[config.mk]
export PLATFORM = sky130hd
export DESIGN_NAME = prog_flag_fifo
export DESIGN_NICKNAME = d
export VERILOG_FILES = /design/src/rtl/pff_pkg.sv /design/src/rtl/pff_store.sv /design/src/rtl/pff_outstage.sv /design/src/rtl/pff_offsets.sv /design/src/rtl/pff_flags.sv /design/src/rtl/prog_flag_fifo.sv
export SDC_FILE = /design/constraint.sdc
export NUM_CORES = 1
export LEC_CHECK = 0
export CAP_MARGIN = 20
export CELL_PAD_IN_SITES_DETAIL_PLACEMENT = 1
export CELL_PAD_IN_SITES_GLOBAL_PLACEMENT = 1
export CORE_MARGIN = 5
export CORE_UTILIZATION = 30
export DETAILED_ROUTE_END_ITERATION = 6
export PLACE_DENSITY = 0.51
export SYNTH_ARGS = -nofsm -noshare
export SYNTH_HDL_FRONTEND = slang
export SYNTH_HIERARCHICAL = 1
export SYNTH_SLANG_ARGS = --single-unit
[constraint.sdc]
create_clock -name clk -period 3.5 [get_ports clk]
set_input_delay 0.7 -clock clk [delete_from_list [all_inputs] [get_ports clk]]
set_output_delay 0.7 -clock clk [all_outputs]
set_load 0.005 [all_outputs]
[src/rtl/pff_pkg.sv]
package pff_pkg;
    typedef enum logic {OUT_STD = 1'b0, OUT_FWFT = 1'b1} out_mode_e;
    typedef enum logic {LOAD_PAR = 1'b0, LOAD_SER = 1'b1} load_style_e;
    typedef enum logic {SEL_AE = 1'b0, SEL_AF = 1'b1} ofs_sel_e;
    typedef enum logic {OS_DRY = 1'b0, OS_HELD = 1'b1} os_state_e;

    typedef struct packed {
        logic rd_side;
        logic wr_side;
        logic half;
        logic aempty;
        logic afull;
    } flag_set_t;
endpackage

[src/rtl/pff_store.sv]
module pff_store #(
    parameter int DATA_W = 9,
    parameter int DEPTH  = 16,
    localparam int CW    = $clog2(DEPTH + 1),
    localparam int AW    = (DEPTH > 1) ? $clog2(DEPTH) : 1
) (
    input  logic              clk,
    input  logic              rst_n,
    input  logic              push,
    input  logic              pop,
    input  logic [DATA_W-1:0] wdata,
    output logic [DATA_W-1:0] head_data,
    output logic [CW-1:0]     ram_cnt
);
    localparam logic [AW-1:0] LAST_ADDR = AW'(DEPTH - 1);

    logic [DATA_W-1:0] mem [DEPTH];
    logic [AW-1:0]     wptr;
    logic [AW-1:0]     rptr;

    function automatic logic [AW-1:0] bump(input logic [AW-1:0] p);
        return (p == LAST_ADDR) ? '0 : p + 1'b1;
    endfunction

    always_ff @(posedge clk) begin
        if (push) begin
            mem[wptr] <= wdata;
        end
    end

    always_ff @(posedge clk) begin
        if (!rst_n) begin
            wptr    <= '0;
            rptr    <= '0;
            ram_cnt <= '0;
        end else begin
            if (push) begin
                wptr <= bump(wptr);
            end
            if (pop) begin
                rptr <= bump(rptr);
            end
            unique case ({push, pop})
                2'b10:   ram_cnt <= ram_cnt + 1'b1;
                2'b01:   ram_cnt <= ram_cnt - 1'b1;
                default: ram_cnt <= ram_cnt;
            endcase
        end
    end

    assign head_data = mem[rptr];

    AST_NO_OVERFLOW: assert property (@(posedge clk) disable iff (!rst_n)
        ram_cnt <= CW'(DEPTH));
    AST_PAIR_HOLDS_COUNT: assert property (@(posedge clk) disable iff (!rst_n)
        (push && pop) |=> $stable(ram_cnt));
endmodule

[src/rtl/pff_outstage.sv]
module pff_outstage
    import pff_pkg::*;
#(
    parameter int DATA_W = 9,
    parameter int DEPTH  = 16,
    localparam int CW    = $clog2(DEPTH + 1)
) (
    input  logic              clk,
    input  logic              rst_n,
    input  out_mode_e         mode,
    input  logic              rd_en,
    input  logic [CW-1:0]     ram_cnt,
    input  logic [DATA_W-1:0] ram_head,
    output logic              pop,
    output logic              ovalid,
    output logic [DATA_W-1:0] dout
);
    os_state_e st, st_nxt;
    logic      load;
    logic      ram_has;

    assign ram_has = (ram_cnt != '0);

    always_ff @(posedge clk) begin
        if (!rst_n) begin
            st <= OS_DRY;
        end else begin
            st <= st_nxt;
        end
    end

    always_comb begin
        st_nxt = st;
        pop    = 1'b0;
        load   = 1'b0;
        unique case (st)
            OS_DRY: begin
                if (mode == OUT_FWFT) begin
                    if (ram_has) begin
                        pop    = 1'b1;
                        load   = 1'b1;
                        st_nxt = OS_HELD;
                    end
                end else if (rd_en && ram_has) begin
                    pop  = 1'b1;
                    load = 1'b1;
                end
            end
            OS_HELD: begin
                if (rd_en) begin
                    if (ram_has) begin
                        pop  = 1'b1;
                        load = 1'b1;
                    end else begin
                        st_nxt = OS_DRY;
                    end
                end
            end
            default: st_nxt = OS_DRY;
        endcase
    end

    always_ff @(posedge clk) begin
        if (!rst_n) begin
            dout <= '0;
        end else if (load) begin
            dout <= ram_head;
        end
    end

    assign ovalid = (st == OS_HELD);

    AST_HEAD_STABLE: assert property (@(posedge clk) disable iff (!rst_n)
        (st == OS_HELD && !rd_en) |=> (st == OS_HELD && $stable(dout)));
    AST_STD_NEVER_HELD: assert property (@(posedge clk) disable iff (!rst_n)
        (mode == OUT_STD) |-> (st == OS_DRY));
endmodule

[src/rtl/pff_offsets.sv]
module pff_offsets
    import pff_pkg::*;
#(
    parameter int               OFS_W   = 10,
    parameter logic [OFS_W-1:0] DEF_SER = 10'h3FF,
    parameter logic [OFS_W-1:0] DEF_PAR = 10'h07F,
    localparam int              BW      = (OFS_W > 1) ? $clog2(OFS_W) : 1
) (
    input  logic             clk,
    input  logic             rst_n,
    input  logic             style_raw,
    input  load_style_e      style,
    input  logic             ofs_wr,
    input  logic [OFS_W-1:0] ofs_din,
    input  logic             ofs_rd,
    input  logic             ser_en,
    input  logic             ser_in,
    output logic [OFS_W-1:0] ae_ofs,
    output logic [OFS_W-1:0] af_ofs,
    output logic [OFS_W-1:0] ofs_dout
);
    localparam logic [BW-1:0] LAST_BIT = BW'(OFS_W - 1);

    ofs_sel_e       ser_sel, ser_sel_nxt;
    ofs_sel_e       wr_sel,  wr_sel_nxt;
    ofs_sel_e       rd_sel,  rd_sel_nxt;
    logic [BW-1:0]  bidx,    bidx_nxt;
    logic           ser_go, par_wr_go, par_rd_go;

    function automatic ofs_sel_e other(input ofs_sel_e s);
        return (s == SEL_AE) ? SEL_AF : SEL_AE;
    endfunction

    assign ser_go    = (style == LOAD_SER) && ser_en;
    assign par_wr_go = (style == LOAD_PAR) && ofs_wr;
    assign par_rd_go = (style == LOAD_PAR) && ofs_rd;

    always_comb begin
        ser_sel_nxt = ser_sel;
        bidx_nxt    = bidx;
        wr_sel_nxt  = wr_sel;
        rd_sel_nxt  = rd_sel;
        if (ser_go) begin
            unique case (ser_sel)
                SEL_AE, SEL_AF: begin
                    if (bidx == LAST_BIT) begin
                        bidx_nxt    = '0;
                        ser_sel_nxt = other(ser_sel);
                    end else begin
                        bidx_nxt = bidx + 1'b1;
                    end
                end
                default: ser_sel_nxt = SEL_AE;
            endcase
        end
        if (par_wr_go) begin
            wr_sel_nxt = other(wr_sel);
        end
        if (par_rd_go) begin
            rd_sel_nxt = other(rd_sel);
        end
    end

    always_ff @(posedge clk) begin
        if (!rst_n) begin
            ser_sel <= SEL_AE;
            wr_sel  <= SEL_AE;
            rd_sel  <= SEL_AE;
            bidx    <= '0;
        end else begin
            ser_sel <= ser_sel_nxt;
            wr_sel  <= wr_sel_nxt;
            rd_sel  <= rd_sel_nxt;
            bidx    <= bidx_nxt;
        end
    end

    always_ff @(posedge clk) begin
        if (!rst_n) begin
            ae_ofs   <= style_raw ? DEF_SER : DEF_PAR;
            af_ofs   <= style_raw ? DEF_SER : DEF_PAR;
            ofs_dout <= '0;
        end else begin
            if (ser_go) begin
                if (ser_sel == SEL_AE) begin
                    ae_ofs[bidx] <= ser_in;
                end else begin
                    af_ofs[bidx] <= ser_in;
                end
            end
            if (par_wr_go) begin
                if (wr_sel == SEL_AE) begin
                    ae_ofs <= ofs_din;
                end else begin
                    af_ofs <= ofs_din;
                end
            end
            if (par_rd_go) begin
                ofs_dout <= (rd_sel == SEL_AE) ? ae_ofs : af_ofs;
            end
        end
    end

    AST_SERIAL_IDLE_IN_PAR: assert property (@(posedge clk) disable iff (!rst_n)
        (style == LOAD_PAR) |=> ($stable(ser_sel) && $stable(bidx)));
    AST_READBACK_IDLE_IN_SER: assert property (@(posedge clk) disable iff (!rst_n)
        (style == LOAD_SER) |=> $stable(ofs_dout));
endmodule

[src/rtl/pff_flags.sv]
module pff_flags
    import pff_pkg::*;
#(
    parameter int  DEPTH = 16,
    parameter int  OFS_W = 10,
    localparam int OW    = $clog2(DEPTH + 2),
    localparam int FW    = ((OW > OFS_W) ? OW : OFS_W) + 2
) (
    input  out_mode_e        mode,
    input  logic [OW-1:0]    occ,
    input  logic             ovalid,
    input  logic [OFS_W-1:0] ae_ofs,
    input  logic [OFS_W-1:0] af_ofs,
    output flag_set_t        flags
);
    logic [FW-1:0] c, n, m, shift, dep;

    always_comb begin
        c     = FW'(occ);
        n     = FW'(ae_ofs);
        m     = FW'(af_ofs);
        shift = (mode == OUT_FWFT) ? FW'(1) : FW'(0);
        dep   = FW'(DEPTH);

        if (mode == OUT_FWFT) begin
            flags.rd_side = !ovalid;
            flags.wr_side = (c == dep + 1'b1);
        end else begin
            flags.rd_side = (c != '0);
            flags.wr_side = (c != dep);
        end
        flags.aempty = !(c <= n + shift);
        flags.half   = !(c >= FW'(DEPTH / 2) + 1'b1 + shift);
        flags.afull  = !(c + m >= dep + shift);
    end
endmodule

[src/rtl/prog_flag_fifo.sv]
module prog_flag_fifo
    import pff_pkg::*;
#(
    parameter int               DATA_W  = 9,
    parameter int               DEPTH   = 16,
    parameter int               OFS_W   = 10,
    parameter logic [OFS_W-1:0] DEF_SER = 10'h3FF,
    parameter logic [OFS_W-1:0] DEF_PAR = 10'h07F
) (
    input  logic              clk,
    input  logic              mrst_n,
    input  logic              fwft_sel,
    input  logic              load_style_sel,
    input  logic              wr_en,
    input  logic [DATA_W-1:0] din,
    input  logic              rd_en,
    output logic [DATA_W-1:0] dout,
    input  logic              ofs_wr,
    input  logic [OFS_W-1:0]  ofs_din,
    input  logic              ofs_rd,
    output logic [OFS_W-1:0]  ofs_dout,
    input  logic              ser_en,
    input  logic              ser_in,
    output logic              rd_side_n,
    output logic              wr_side_n,
    output logic              half_n,
    output logic              aempty_n,
    output logic              afull_n
);
    localparam int CW = $clog2(DEPTH + 1);
    localparam int OW = $clog2(DEPTH + 2);

    out_mode_e         omode;
    load_style_e       lstyle;
    logic              push, pop, ovalid;
    logic [CW-1:0]     ram_cnt;
    logic [DATA_W-1:0] ram_head;
    logic [OW-1:0]     occ, cap;
    logic [OFS_W-1:0]  ae_ofs, af_ofs;
    flag_set_t         flags;

    always_ff @(posedge clk) begin
        if (!mrst_n) begin
            omode  <= fwft_sel ? OUT_FWFT : OUT_STD;
            lstyle <= load_style_sel ? LOAD_SER : LOAD_PAR;
        end
    end

    assign push = wr_en && ((ram_cnt != CW'(DEPTH)) || pop);
    assign occ  = OW'(ram_cnt) + OW'(ovalid);
    assign cap  = (omode == OUT_FWFT) ? OW'(DEPTH + 1) : OW'(DEPTH);

    pff_store #(.DATA_W(DATA_W), .DEPTH(DEPTH)) store_i (
        .clk       (clk),
        .rst_n     (mrst_n),
        .push      (push),
        .pop       (pop),
        .wdata     (din),
        .head_data (ram_head),
        .ram_cnt   (ram_cnt)
    );

    pff_outstage #(.DATA_W(DATA_W), .DEPTH(DEPTH)) outstage_i (
        .clk      (clk),
        .rst_n    (mrst_n),
        .mode     (omode),
        .rd_en    (rd_en),
        .ram_cnt  (ram_cnt),
        .ram_head (ram_head),
        .pop      (pop),
        .ovalid   (ovalid),
        .dout     (dout)
    );

    pff_offsets #(.OFS_W(OFS_W), .DEF_SER(DEF_SER), .DEF_PAR(DEF_PAR)) offsets_i (
        .clk       (clk),
        .rst_n     (mrst_n),
        .style_raw (load_style_sel),
        .style     (lstyle),
        .ofs_wr    (ofs_wr),
        .ofs_din   (ofs_din),
        .ofs_rd    (ofs_rd),
        .ser_en    (ser_en),
        .ser_in    (ser_in),
        .ae_ofs    (ae_ofs),
        .af_ofs    (af_ofs),
        .ofs_dout  (ofs_dout)
    );

    pff_flags #(.DEPTH(DEPTH), .OFS_W(OFS_W)) flags_i (
        .mode   (omode),
        .occ    (occ),
        .ovalid (ovalid),
        .ae_ofs (ae_ofs),
        .af_ofs (af_ofs),
        .flags  (flags)
    );

    assign rd_side_n = flags.rd_side;
    assign wr_side_n = flags.wr_side;
    assign half_n    = flags.half;
    assign aempty_n  = flags.aempty;
    assign afull_n   = flags.afull;

    AST_MODE_STABLE: assert property (@(posedge clk) disable iff (!mrst_n)
        $past(mrst_n) |-> ($stable(omode) && $stable(lstyle)));
    AST_FULL_NO_GROWTH: assert property (@(posedge clk) disable iff (!mrst_n)
        (occ == cap && !rd_en) |=> (occ == $past(occ)));
    AST_EMPTY_NO_SHRINK: assert property (@(posedge clk) disable iff (!mrst_n)
        (occ == '0 && !wr_en) |=> (occ == '0));
endmodule

==> impl_metrics.yaml, run 1 <==
setup_path:
  end_kind: "output pin"
  start_kind: "flop"
  cp.arrival_ps: 2700
  worstPathRequired_ps: 2800
  r2r-start: "store_i/ram_cnt[1]"
  cp-startpoint: "outstage_i/ovalid"
  reg2reg_depth: 12
  worstPathMaxFanout: 4
  worstSetupPathType: "flop to output pin"
drt:
  dr_total_vias: 6017
  drt-total-wl_microns: 25100
  first_iter_violations: 422
  route.detailed.drc: 0
  final_antenna_net_count: 0
  viasPerCell: 5.13
  post_drt_wl_per_cell_microns: 21.4
  drt-pass1-iter-count: 7
synth:
  synthArstFlopShare: 0
  synth_edf_count: 146
  yosysUniqueCellTypes: 67
  avgSynthCellArea_sq_um: 13.7
  yosysSeqAreaShare: 0.595
  synth.area.top_cells: "edfxtp_1 46%, dfxtp_1 13%, mux4_2 5.2%, mux4_1 3.9%, ha_1 3.4%"
  yosysWarnings: 6
  synth_top_cell_area_share: 0.460
  synth_seq_cells: 210
  synth_top_area_cell: "edfxtp_1"
  yosys-top-cells-count: "146 x edfxtp_1, 64 x dfxtp_1, 48 x nand2_1"
  synthCells: 693
  yosysMostFrequentCell: "edfxtp_1"
  ys_dominant_reg_cell: "edfxtp_1"
  synthesis.nets: 749
  syn-cell-area_sq_um: 9520
min_path:
  hold_start: "outstage_i/dout[0]"
  holdPathStages: 2
  hold_path.class: "flop to flop"
placed_design:
  dpl_cell_area_sq_um: 10400
  portBuffers: 52
  place_congestion: 0.760
  dpl_worst_slack_ps: 98.6
  dp_hpwl_microns: 17100
  dp_cells: 1126
global_route:
  grt_first_pass_wirelength_microns: 39100
  first_global_vias: 6434
  grt_util_met1: 0.190
  grt_max_degree: 42
  grtUsageTotal: 0.140
  busiest_layer: "met2"
  overflow: 0
  antenna_found_initial: 0
  use_met3: 0.0207
  use_met2: 0.240
clock_tree:
  root_buffer: "clkbuf_16"
  clk_latency_ps: 520
  postCtsHoldBufs: 0
  cts_tree: "yes"
  clkTransAtPathRegs_ps: 60
  cts_sinks: 210
  cts-htree-levels: 1
  cts_max_path_buffers: 3
  cts-buffers-inserted: 25
timing:
  fin_crit_ps: 3400
  worstMarginPinSlew_ps: 905
  timing.final.ws_setup_ps: 96.0
  post-route-period-util: 0.973
  rsz0062_at_grt: "yes"
  slew_headroom: 0.396
  finalSetupViolCount: 0
  worst_clock_skew_ps: 10.4
  hold_viol_final: 0
  max_freq_ghz: 0.294
  final.setup.tns_ps: 0
  slew_violations: 0
power:
  pwr-share-seq: 0.404
  cellPowerDensity_nw_per_um2: 667
  vdd_drop_max_v: 0.000365
  internal-power_mw: 5.34
  switching_share: 0.293
  power.clock.fraction: 0.322
  leakage_nw: 3.88
  finalPower_mw: 7.55
  net-switching-power_mw: 2.21
  comb_power_share: 0.273
floorplan:
  start_util: 0.303
  die_w_microns: 188
  die_area_sq_um: 35400
  die_h_microns: 188
  rows: 65
  coreArea_sq_um: 31500
  io_pins: 53
finish:
  diodes: 0
  fin_cells: 1174
  area_growth_pct: 18.8
  fin_area_sq_um: 11300
  layout.nets: 809
  layout-drive-gt1-share: 0.133
  fill_cells: 3273
status:
  status: "completed"
run:
  cap_violations: 0
==> sequential cells by signal (all words and copies together) (netlist names), named ones only <==
register            count
outstage_i/ovalid       1
offsets_i/ser_sel       1
offsets_i/af_ofs       10
outstage_i/dout         9
lstyle                  1
store_i/wptr            4
offsets_i/ae_ofs       10
store_i/ram_cnt         5
offsets_i/ofs_dout     10
offsets_i/bidx          4
offsets_i/rd_sel        1
store_i/rptr            4
offsets_i/wr_sel        1
omode                   1
store_i/mem           144
==> layout by cell type, fill, tap and decap left out, types with 12 or more instances in the layout <==
cell type,count
nand3_1,22
a31oi_1,22
o21ai_0,18
dfxtp_1,61
clkbuf_16,25
a22oi_1,20
ha_1,23
mux2i_1,25
mux4_1,14
nor2b_1,12
and2_1,23
inv_1,19
clkdlybuf4s50_1,50
mux4_2,22
nor2_1,38
edfxtp_1,146
buf_4,17
nand2_1,48
==> worst max-delay path, stage by stage, from the launching register on <==
cell	delay, ps
dfxtp_4	360
ha_4	170
ha_4	170
xor2_4	190
buf_4	150
buf_4	140
ha_1	310
o21a_1	110
o211ai_1	210
a21oi_2	100
dlygate4sd2_1	270
==> kinds of logic (layout without fill, tap and decap cells) <==
family,count (synthesis),after routing,share of synthesized area
muxes,61,61,0.117
DFF,210,210,0.595
adders and majority gates,27,27,0.0363
xor gates and xnor gates,19,19,0.0175
and+or+nand+nor,202,202,0.118
buffers and inverters,56,135,0.0307
AOI/OAI and AO/OA,118,118,0.0855
==> area by class of cell <==
| cell class | instances | area, sq um | share of cell area |
|---|---|---|---|
| clock inverters | 11 | 98.8 | 0.00874 |
| repair buffers | 69 | 642 | 0.0567 |
| multi-input cells | 427 | 3650 | 0.323 |
| well taps | 402 | 503 | 0.0445 |
| flip-flops and latches | 210 | 5670 | 0.501 |
| clock buffers | 35 | 673 | 0.0595 |
| inverters | 20 | 75.1 | 0.00664 |
==> metal layers <==
layer / vias up / part of all wire / wire, microns
li1: 2815 / - / -
met5: - / 0 / 0
met3: 26 / 0.032 / 799
met1: 3097 / 0.46 / 11500
met4: 0 / 0.014 / 361
met2: 79 / 0.50 / 12500
==> worst paths after layout <==
path / to / slack (ps)
max: aempty_n / 100
min reg2reg: outstage_i/dout[0] / 460
max reg2reg: store_i/ram_cnt[2] / 500
min: outstage_i/dout[0] / 460
==> power by group through the flow <==
stage	Combinational [mW]	Sequential [mW]	Clock, mW
detailed placement	2.03	3.10	0
floorplan	1.47	2.99	0
finish	2.06	3.05	2.43
CTS	2.09	3.06	2.52
global placement	1.99	3.09	0
global route	2.28	3.09	2.62
==> repair_timing <==
| item | CTS | global route |
|---|---|---|
| pin swaps | 3 | 1 |
| endpoints found under the setup margin | 3 | 3 |
| setup buffers | 2 | 0 |
| resized for setup | 14 | 6 |
==> metrics by stage <==
stage	util	hold slack, ps
after global placement	0.332	452
after CTS	0.359	462
final	0.359	460
after global routing	0.359	485
after detailed placement	0.332	452
after floorplan	-	451
Power figures use the tool's default switching activity.
==> run 2: changes to the inputs <==
REMOVE_ABC_BUFFERS = 1   (was not set)
==> impl_metrics.yaml, run 2 (same netlist as run 1, synthesis figures left out) <==
finish:
  final_cell_mix: "146 x edfxtp_1, 59 x dfxtp_1, 49 x clkdlybuf4s50_1, 48 x nand2_1, 38 x nor2_1"
  layout.nets: 810
  diodes: 0
  fill_cells: 3290
  area_growth_pct: 19.8
  layout-drive-gt1-share: 0.149
  layout_commonest_cell: "edfxtp_1"
  top_register: "store_i/mem"
  largest_reg_flops: 144
timing:
  finalSetupViolCount: 0
  slew_headroom: 0.407
  worstMarginPinSlew_ps: 887
  hold_viol_final: 0
  max_freq_ghz: 0.294
  timing.final.ws_setup_ps: 98.7
  slew_violations: 0
  fin_crit_ps: 3400
  post-route-period-util: 0.972
  worst_clock_skew_ps: 18.9
drt:
  drt-pass1-iter-count: 4
  viasPerCell: 5.12
  drt-total-wl_microns: 24800
  route.detailed.drc: 0
  final_antenna_net_count: 0
  first_iter_violations: 262
  post_drt_wl_per_cell_microns: 21.1
  dr_total_vias: 6015
power:
  power.clock.fraction: 0.333
  vdd_drop_max_v: 0.000314
  leakage_nw: 3.93
  pwr-share-seq: 0.392
  comb_power_share: 0.275
  switching_share: 0.293
  cellPowerDensity_nw_per_um2: 681
  internal-power_mw: 5.49
  finalPower_mw: 7.77
  net-switching-power_mw: 2.28
setup_path:
  worstPathRequired_ps: 2800
  slowest_delay_ps: 420
  worstPathMaxFanout: 4
  critPathBufInv: 2
  cp.arrival_ps: 2700
  start_kind: "flop"
  r2r_slack_ps: 520
  end_kind: "output pin"
  worstSetupPathType: "flop to output pin"
  critPathSlowestCell: "fa_2"
  crit_family: "adder cells"
  path_cells: "ha_4, ha_2, inv_1, fa_2, o21ai_2, o21ai_1, xor2_1, o211a_1, dlygate4sd2_1"
placed_design:
  place_congestion: 0.757
  portBuffers: 52
  dpl_worst_slack_ps: 45.2
  dp_hpwl_microns: 16800
global_route:
  grt_max_degree: 37
  grt_first_pass_wirelength_microns: 38600
  overflow: 0
  first_global_vias: 6449
  antenna_found_initial: 0
  grtUsageTotal: 0.138
floorplan:
  die_w_microns: 188
  rows: 65
  die_h_microns: 188
  coreArea_sq_um: 31500
  die_area_sq_um: 35400
  io_pins: 53
  start_util: 0.303
clock_tree:
  cts-htree-levels: 1
  clk_latency_ps: 530
  cts_tree: "yes"
  cts-buffers-inserted: 25
  clkTransAtPathRegs_ps: 60
  root_buffer: "clkbuf_16"
  cts_max_path_buffers: 3
  cts_sinks: 210
  postCtsHoldBufs: 0
status:
  status: "completed"
run:
  cap_violations: 0
min_path:
  hold_path.class: "flop to flop"
run 2: final cells by class:
| class | count | area [sq um] | share of cell area |
|---|---|---|---|
| Clock buffer | 33 | 697 | 0.0611 |
| Clock inverter | 13 | 135 | 0.0118 |
| Inverter | 20 | 75.1 | 0.00658 |
| Multi-Input combinational cell | 427 | 3660 | 0.321 |
| Sequential cell | 210 | 5670 | 0.497 |
| Tap cell | 402 | 503 | 0.0441 |
| Timing Repair Buffer | 70 | 664 | 0.0582 |
run 2: layer usage:
metal	global-route usage	vias to the layer above	wire, microns
li1	-	2817	-
met1	0.187	3059	11600
met4	0.0271	0	357
met2	0.234	111	11800
met3	0.0220	28	1070
met5	0	-	0
run 2: final timing paths:
path                                         start            endpoint  depth (start not counted)
worst max-delay path             outstage_i/ovalid             afull_n                          9
worst min-delay path            outstage_i/dout[6]  outstage_i/dout[6]                          2
worst max register to register  store_i/ram_cnt[1]  store_i/ram_cnt[2]                         12
worst min register to register  outstage_i/dout[6]  outstage_i/dout[6]                          2
run 2: power by group through the flow:
stage | Clock [mW] | Sequential, mW | Combinational (mW)
after CTS | 2.67 | 3.05 | 2.14
after detailed placement | 0 | 3.08 | 2.07
after global routing | 2.79 | 3.08 | 2.36
final | 2.59 | 3.04 | 2.14
after floorplan | 0 | 3.12 | 1.24
after global placement | 0 | 3.07 | 2.01
run 2: worst reg2reg max path: stages (launching register included):
cell,delay [ps]
dfxtp_2,350
buf_6,150
or3_4,400
o32a_1,330
o31a_1,310
inv_1,140
ha_1,200
xor2_1,160
ha_1,210
a21oi_1,60
xor2_1,150
or3_1,300
a21boi_0,160
run 2: what timing repair did:
action	CTS	global route
pin swaps	5	2
setup buffers	2	1
endpoints found under the setup margin	3	2
gates resized for setup	22	3
gates cloned	0	0
run 2: through the flow:
step	hold WS (ps)	cells	setup TNS [ps]	instance area [sq um]	utilization
2_1_floorplan	451	657	0	9310	-
3_3_place_gp	442	1126	0	10500	0.332
5_1_grt	485	1175	-17.5	11400	0.363
3_5_place_dp	448	1126	0	10500	0.332
4_1_cts	460	1174	0	11400	0.362
6_report	457	1175	0	11400	0.363
